<file path="config.mk">
export PLATFORM = sky130hd
export DESIGN_NAME = dcmp_timer
export DESIGN_NICKNAME = d
export VERILOG_FILES = /design/src/rtl/dct_pkg.sv /design/src/rtl/dct_regs.sv /design/src/rtl/dct_prescaler.sv /design/src/rtl/dct_counter.sv /design/src/rtl/dct_outpin.sv /design/src/rtl/dcmp_timer.sv
export SDC_FILE = /design/constraint.sdc
export NUM_CORES = 1
export LEC_CHECK = 0
export BUFFER_PORTS_ARGS = -buffer_cell sky130_fd_sc_hd__buf_2
export CAP_MARGIN = 20
export CORE_ASPECT_RATIO = 1.25
export CORE_MARGIN = 4
export CORE_UTILIZATION = 50
export DETAILED_ROUTE_END_ITERATION = 10
export GPL_TIMING_DRIVEN = 1
export PLACE_DENSITY = 0.68
export SYNTH_ARGS = -nofsm -noshare
export SYNTH_HDL_FRONTEND = slang
export SYNTH_SLANG_ARGS = --single-unit
</file>
<file path="constraint.sdc">
create_clock -name clk -period 6.9 [get_ports clk]
set_input_delay 0.345 -clock clk [delete_from_list [all_inputs] [get_ports clk]]
set_output_delay 0.345 -clock clk [all_outputs]
set_load 0.02 [all_outputs]
</file>
<file path="src/rtl/dct_pkg.sv">
package dct_pkg;

    localparam int DIV_W    = 12;
    localparam int SRST_BIT = 16;

    // word indices (byte offset >> 2)
    localparam int IDX_CTRL = 0;
    localparam int IDX_STAT = 1;
    localparam int IDX_LOAD = 2;
    localparam int IDX_CMP  = 3;
    localparam int IDX_CNT  = 4;

    typedef enum logic [1:0] {
        PIN_OFF  = 2'd0,
        PIN_FLIP = 2'd1,
        PIN_LOW  = 2'd2,
        PIN_HIGH = 2'd3
    } pin_mode_e;

    typedef struct packed {
        logic [1:0]       src;
        pin_mode_e        pmode;
        logic             stop_run;
        logic             rsv20;
        logic             wait_run;
        logic             dbg_run;
        logic             ld_ovw;
        logic             soft_rst;
        logic [DIV_W-1:0] div;
        logic             reload;
        logic             cmp_ie;
        logic             ld_on_en;
        logic             run;
    } ctrl_t;

    localparam int CTRL_W = $bits(ctrl_t);
    localparam logic [CTRL_W-1:0] CTRL_WMASK = CTRL_W'(32'h03EE_FFFF);

    function automatic ctrl_t ctrl_from_word(input logic [CTRL_W-1:0] w);
        return ctrl_t'(w & CTRL_WMASK);
    endfunction

    function automatic logic pin_after_event(input pin_mode_e m, input logic cur);
        case (m)
            PIN_FLIP: return ~cur;
            PIN_LOW:  return 1'b0;
            PIN_HIGH: return 1'b1;
            default:  return cur;
        endcase
    endfunction

endpackage

</file>
<file path="src/rtl/dct_regs.sv">
module dct_regs
    import dct_pkg::*;
#(
    parameter int DATA_W = 32,
    parameter int ADDR_W = 5
) (
    input  logic              clk,
    input  logic              rst,
    input  logic              bus_sel,
    input  logic              bus_wr,
    input  logic [ADDR_W-1:0] bus_addr,
    input  logic [DATA_W-1:0] bus_wdata,
    input  logic              cmp_evt,
    input  logic [DATA_W-1:0] count,
    output logic [DATA_W-1:0] bus_rdata,
    output logic [DATA_W-1:0] load_val,
    output logic [DATA_W-1:0] cmp_val,
    output logic              flag,
    output logic              active,
    output logic              reload,
    output logic              cmp_ie,
    output logic [DIV_W-1:0]  div,
    output pin_mode_e         pmode,
    output logic              srst,
    output logic              load_now,
    output logic [DATA_W-1:0] load_src
);
    localparam int IDX_W = ADDR_W - 2;

    ctrl_t             ctrl_q;
    logic [DATA_W-1:0] load_q;
    logic [DATA_W-1:0] cmp_q;
    logic              flag_q;

    logic             aligned;
    logic [IDX_W-1:0] widx;
    logic             wr_any, wr_ctrl, wr_stat, wr_load, wr_cmp;
    logic             en_load, ovw_load;
    ctrl_t            wctrl;

    assign aligned = (bus_addr[1:0] == 2'b00);
    assign widx    = bus_addr[ADDR_W-1:2];
    assign wr_any  = bus_sel & bus_wr & aligned;
    assign wr_ctrl = wr_any & (widx == IDX_W'(IDX_CTRL));
    assign wr_stat = wr_any & (widx == IDX_W'(IDX_STAT));
    assign wr_load = wr_any & (widx == IDX_W'(IDX_LOAD));
    assign wr_cmp  = wr_any & (widx == IDX_W'(IDX_CMP));

    assign wctrl    = ctrl_from_word(bus_wdata[CTRL_W-1:0]);
    assign srst     = wr_ctrl & bus_wdata[SRST_BIT];
    assign en_load  = wr_ctrl & ~srst & wctrl.run & wctrl.ld_on_en & ~ctrl_q.run;
    assign ovw_load = wr_load & ctrl_q.ld_ovw;
    assign load_now = en_load | ovw_load;
    assign load_src = ovw_load ? bus_wdata : load_q;

    always_ff @(posedge clk) begin
        if (rst || srst) begin
            ctrl_q <= '0;
            load_q <= '1;
            cmp_q  <= '0;
            flag_q <= 1'b0;
        end else begin
            if (wr_ctrl) ctrl_q <= wctrl;
            if (wr_load) load_q <= bus_wdata;
            if (wr_cmp)  cmp_q  <= bus_wdata;
            if (cmp_evt)                      flag_q <= 1'b1;
            else if (wr_stat && bus_wdata[0]) flag_q <= 1'b0;
        end
    end

    always_comb begin
        bus_rdata = '0;
        if (aligned) begin
            case (widx)
                IDX_W'(IDX_CTRL): bus_rdata = {{(DATA_W-CTRL_W){1'b0}}, ctrl_q};
                IDX_W'(IDX_STAT): bus_rdata = {{(DATA_W-1){1'b0}}, flag_q};
                IDX_W'(IDX_LOAD): bus_rdata = load_q;
                IDX_W'(IDX_CMP):  bus_rdata = cmp_q;
                IDX_W'(IDX_CNT):  bus_rdata = count;
                default:          bus_rdata = '0;
            endcase
        end
    end

    assign load_val = load_q;
    assign cmp_val  = cmp_q;
    assign flag     = flag_q;
    assign active   = ctrl_q.run & (ctrl_q.src != 2'b00);
    assign reload   = ctrl_q.reload;
    assign cmp_ie   = ctrl_q.cmp_ie;
    assign div      = ctrl_q.div;
    assign pmode    = ctrl_q.pmode;

endmodule

</file>
<file path="src/rtl/dct_prescaler.sv">
module dct_prescaler
    import dct_pkg::*;
(
    input  logic             clk,
    input  logic             rst,
    input  logic             clr,
    input  logic             active,
    input  logic [DIV_W-1:0] div,
    output logic             tick
);
    logic [DIV_W-1:0] phase_q;

    // >= keeps a shrunken divider from running the phase past its end
    assign tick = active & (phase_q >= div);

    always_ff @(posedge clk) begin
        if (rst || clr || !active) phase_q <= '0;
        else if (tick)             phase_q <= '0;
        else                       phase_q <= phase_q + 1'b1;
    end

endmodule

</file>
<file path="src/rtl/dct_counter.sv">
module dct_counter #(
    parameter int DATA_W = 32
) (
    input  logic              clk,
    input  logic              rst,
    input  logic              srst,
    input  logic              load_now,
    input  logic [DATA_W-1:0] load_src,
    input  logic              tick,
    input  logic              reload,
    input  logic [DATA_W-1:0] load_val,
    input  logic [DATA_W-1:0] cmp_val,
    output logic [DATA_W-1:0] count,
    output logic              cmp_evt
);
    logic [DATA_W-1:0] count_q;
    logic [DATA_W-1:0] next_dec;
    logic              at_zero;

    assign at_zero  = (count_q == '0);
    assign next_dec = at_zero ? (reload ? load_val : '1) : (count_q - 1'b1);
    assign cmp_evt  = tick & ~srst & ~load_now & (next_dec == cmp_val);

    always_ff @(posedge clk) begin
        if (rst || srst)   count_q <= '0;
        else if (load_now) count_q <= load_src;
        else if (tick)     count_q <= next_dec;
    end

    assign count = count_q;

endmodule

</file>
<file path="src/rtl/dct_outpin.sv">
module dct_outpin
    import dct_pkg::*;
(
    input  logic      clk,
    input  logic      rst,
    input  logic      srst,
    input  logic      cmp_evt,
    input  pin_mode_e pmode,
    output logic      pin_state,
    output logic      pin_out
);
    logic state_q;

    always_ff @(posedge clk) begin
        if (rst || srst)  state_q <= 1'b0;
        else if (cmp_evt) state_q <= pin_after_event(pmode, state_q);
    end

    assign pin_state = state_q;
    assign pin_out   = (pmode == PIN_OFF) ? 1'b0 : state_q;

endmodule

</file>
<file path="src/rtl/dcmp_timer.sv">
module dcmp_timer
    import dct_pkg::*;
#(
    parameter int DATA_W = 32,
    parameter int ADDR_W = 5
) (
    input  logic              clk,
    input  logic              rst,
    input  logic              bus_sel,
    input  logic              bus_wr,
    input  logic [ADDR_W-1:0] bus_addr,
    input  logic [DATA_W-1:0] bus_wdata,
    output logic [DATA_W-1:0] bus_rdata,
    output logic              irq,
    output logic              tmr_pin
);
    logic [DATA_W-1:0] load_val, cmp_val, count, load_src;
    logic              flag, active, reload, cmp_ie, srst, load_now;
    logic              tick, cmp_evt, pin_q;
    logic [DIV_W-1:0]  div;
    pin_mode_e         pmode;

    dct_regs #(.DATA_W(DATA_W), .ADDR_W(ADDR_W)) u_regs (
        .clk(clk), .rst(rst),
        .bus_sel(bus_sel), .bus_wr(bus_wr), .bus_addr(bus_addr),
        .bus_wdata(bus_wdata), .cmp_evt(cmp_evt), .count(count),
        .bus_rdata(bus_rdata), .load_val(load_val), .cmp_val(cmp_val),
        .flag(flag), .active(active), .reload(reload), .cmp_ie(cmp_ie),
        .div(div), .pmode(pmode), .srst(srst), .load_now(load_now),
        .load_src(load_src)
    );

    dct_prescaler u_presc (
        .clk(clk), .rst(rst), .clr(srst | load_now),
        .active(active), .div(div), .tick(tick)
    );

    dct_counter #(.DATA_W(DATA_W)) u_cnt (
        .clk(clk), .rst(rst), .srst(srst),
        .load_now(load_now), .load_src(load_src), .tick(tick),
        .reload(reload), .load_val(load_val), .cmp_val(cmp_val),
        .count(count), .cmp_evt(cmp_evt)
    );

    dct_outpin u_pin (
        .clk(clk), .rst(rst), .srst(srst), .cmp_evt(cmp_evt),
        .pmode(pmode), .pin_state(pin_q), .pin_out(tmr_pin)
    );

    assign irq = flag & cmp_ie;

endmodule

</file>
==> summary.md <==
| Metric | Value |
|---|---|
| Run status | `complete, no violations` |
| Global route overflow | `0` |
| Pre-Repair DR Iteration Count | `5` |
| Initial antenna violation count | `0` |
| Max Slew Vio Count | `0` |
| Largest net degree at the start of global routing | `45` |
| Post-route DRC | `0` |
| Number of global-route vias before repair | `approximately 9400` |
| Post-CTS setup buffers | `0` |
| Max-cap violations | `0` |
| Synthesis-to-layout area growth | `11.5%` |
| All-layer global routing usage | `0.351` |
| Synth Cell Area | `~0.0089 sq mm` |
| Hold Fails Final Rpt | `0` |
| Slew HR | `0.324` |
| Top cell type's share of synthesized area | `0.302` |
| RSZ-0062 raised after global routing | `no` |
| Cells after DPL | `1473` |
| P per Cell Area | `roughly 180 mW/mm^2` |
| # H-tree levels | `4` |
| Async SR Flop Fraction | `0` |
| Critical path class | `reg -> reg` |
| Antenna violation net count after detailed routing | `0` |
| Crit end category | `flip-flop` |
| First-pass GRT wire length | `about 54 mm` |
| Worst-path cell chain | `nor4_1 > nand2_1 > nor3_2 > buf_4 > and3_1 > o31ai_1 > or4_1 > nor4_1 > a41o_1 > nand3_1` |
| Post-Syn Instances | `1261` |
| Clk_lat worst skew | `440 ps` |
| Starting Density | `0.509` |
| Max FO, Critical Path | `16` |
| Tmin final | `4460 ps` |
| Crit-path leading delay family | `simple AND/OR/NAND/NOR gates` |
| DR vias/cell | `approximately 6.5` |
| Most instantiated library cell after synthesis | `nand2_1` |
| Gates resized, CTS repair | `0` |
| Ys Warns | `0` |
| CTS tree | `done` |
| RD Place Congestion | `~1` |
| Commonest cells in the synthesized netlist | `236 x nand2_1, 141 x a21oi_1, 134 x dfxtp_1` |
| Crit-path most repeated cell | `nor4_1` |
| Setup crit start kind | `flip-flop` |
| Min Hold Slack | `154 ps` |
| Post-route clock period utilization | `0.646` |
| Met2 usage | `0.610` |
| Die height | `157 um` |
| Detailed-route via count | `a little under 10000` |
| Crit path buffers/inverters | `1` |
| Pin slew with the least headroom to its limit | `between 1000 and 1500 ps` |
| Die width | `127 um` |
| # IOs | `75` |
| Hold Buf Count CTS | `0` |
| Hold Path Class | `in -> reg` |
| Peak supply drop | `about 170 uV` |
| IO Port Bufs | `between 70 and 80` |
| Clock Skews | `slightly above 8 ps` |
| Met3 Use GR | `0.0628` |
| Worst path arrival time | `~4800 ps` |
| Final net count | `1325` |
| Number of distinct library cells after synthesis | `71` |
| CP max-delay cell | `nor3_2` |
| Mapped Avg Cell Area | `between 7 and 8 sq um` |
| Final wirelength | `between 30 and 40 mm` |
| Routed WL per cell | `23.6 um` |
| Post-synthesis register bit count | `134` |
| Fmax | `around 220 MHz` |
| Layout cells sized above 1 | `0.126` |
| Cell taking the most area after synthesis | `dfxtp_1` |
| Largest cells by area after synthesis | `dfxtp_1 30%, nand2_1 10%, a21oi_1 8.0%` |
| TritonCTS Buffers | `17` |
| CTS clk-pin slew, worst paths | `approximately 60 ps` |
| Non-filler cells, final | `1506` |
| Net count after synthesis | `1317` |
| Core area | `around 0.017 sq mm` |
| CTS Buffer Depth | `2` |
| Worst path required time | `~7200 ps` |
| Placement row count | `54` |
| Root Driver | `clkbuf_16` |
| Number of flops mapped to enable cells by yosys | `0` |
| Gr busiest metal | `met2` |
| Crit path largest cell delay | `750 ps` |
| Primary FF master, synth | `dfxtp_1` |
| Met1 Use GR | `0.419` |
| Inserted Diodes | `0` |
| Pleak | `about 3.7 nW` |
| Die ar. | `around 0.02 sq mm` |
| HPWL Detailed | `~25 mm` |
| Final Util | `0.567` |
| Starting DRT DRC Count | `roughly 1100` |
| Final setup TNS | `0 ps` |
| Final Setup Violations | `0` |
| Seq/Total Area, Yosys | `0.302` |
| Clk sink count | `about 130` |
layout by cell type (no fill, tap or decap), drive strengths merged, types with 13 or more instances in the layout:
| cell type | netlist | routed |
|---|---|---|
| nand2 | 236 | 236 |
| a21oi | 142 | 142 |
| dfxtp | 134 | 134 |
| buf | 14 | 102 |
| nor2 | 84 | 84 |
| nand3 | 57 | 57 |
| a22oi | 56 | 56 |
| o21ai | 47 | 47 |
| inv | 34 | 38 |
| nor3 | 37 | 37 |
| a211oi | 27 | 27 |
| nor4 | 26 | 26 |
| xnor2 | 22 | 22 |
| clkbuf | 99 | 19 |
| nand4 | 18 | 18 |
| xor2 | 17 | 17 |
| or4 | 16 | 16 |
| ha | 15 | 15 |
| or3 | 13 | 13 |
| o211ai | 13 | 13 |
stage by stage:
stage / power (W) / setup slack [ps] / instance area, sq um
finish: 0.00179 / 2440 / 9890
global route: 0.00184 / 2230 / 9890
CTS: 0.00179 / 2120 / 9880
detailed placement: 0.000912 / 2130 / 9320
global placement: 0.000911 / 2250 / 9320
floorplan: 0.000858 / 3630 / 8870
worst paths after layout:
check                                                     from                               end  slack, ps  cells after the start
worst max-delay path              u_cnt.count[11]$_SDFFE_PP0P_      u_pin.pin_state$_SDFFE_PP0P_       2440                     10
worst min-delay path                             bus_wdata[26]  u_regs.load_val[26]$_SDFFE_PP1P_        150                      3
worst max register to register    u_cnt.count[11]$_SDFFE_PP0P_      u_pin.pin_state$_SDFFE_PP0P_       2440                     10
worst min register to register  u_regs.ctrl_q[21]$_SDFFE_PP0P_    u_regs.ctrl_q[21]$_SDFFE_PP0P_        460                      2
state kept, by name (all words and copies together) (netlist names):
signal           count
u_regs.cmp_ie        1
u_regs.pmode         2
u_pin.pin_state      1
u_regs.reload        1
u_presc.phase_q     12
u_regs.load_val     32
u_regs.ctrl_q        8
u_regs.flag          1
u_cnt.count         32
u_regs.cmp_val      32
u_regs.div          12
report_power, final:
group          internal (W)  leakage (nW)  switching, W  total, W
combinational     0.0000333          2.32     0.0000835  0.000117
clock              0.000509         0.272      0.000385  0.000894
sequential         0.000776          1.08    0.00000453  0.000781
cells by family (layout without fill, tap and decap cells):
kind of cell / count (synthesis) / count (layout) / share of synthesized area
AO/OA/AOI/OAI: 371 / 371 / 0.269
XOR/XNOR: 39 / 39 / 0.0385
AND/OR/NAND/NOR: 545 / 545 / 0.291
buffers and inverters: 147 / 168 / 0.0646
multiplexers: 10 / 10 / 0.0130
adder cells (fa/ha/maj): 15 / 15 / 0.0212
flip-flops: 134 / 134 / 0.302
final cells by class:
class	count	area [sq um]
clock inverters	13	123
inverters	34	128
flip-flops and latches	134	2680
repair buffers	102	578
clock buffers	19	443
fillers	1770	7540
well taps	224	280
multi-input cells	980	5650
routing by layer:
layer,part of all wire,routed length (um)
met3,0.072,2560
met1,0.39,13900
met5,0,0
met2,0.49,17400
met4,0.046,1620
worst reg2reg max path, stage by stage, from the launching register on:
cell and delay [ps]:
dfxtp_1 400, nor4_1 650, nand2_1 570, nor3_2 750, buf_4 340, and3_1 190, o31ai_1 80, or4_1 400
nor4_1 630, a41o_1 270, nand3_1 60
(Power assumes the default switching activity.)
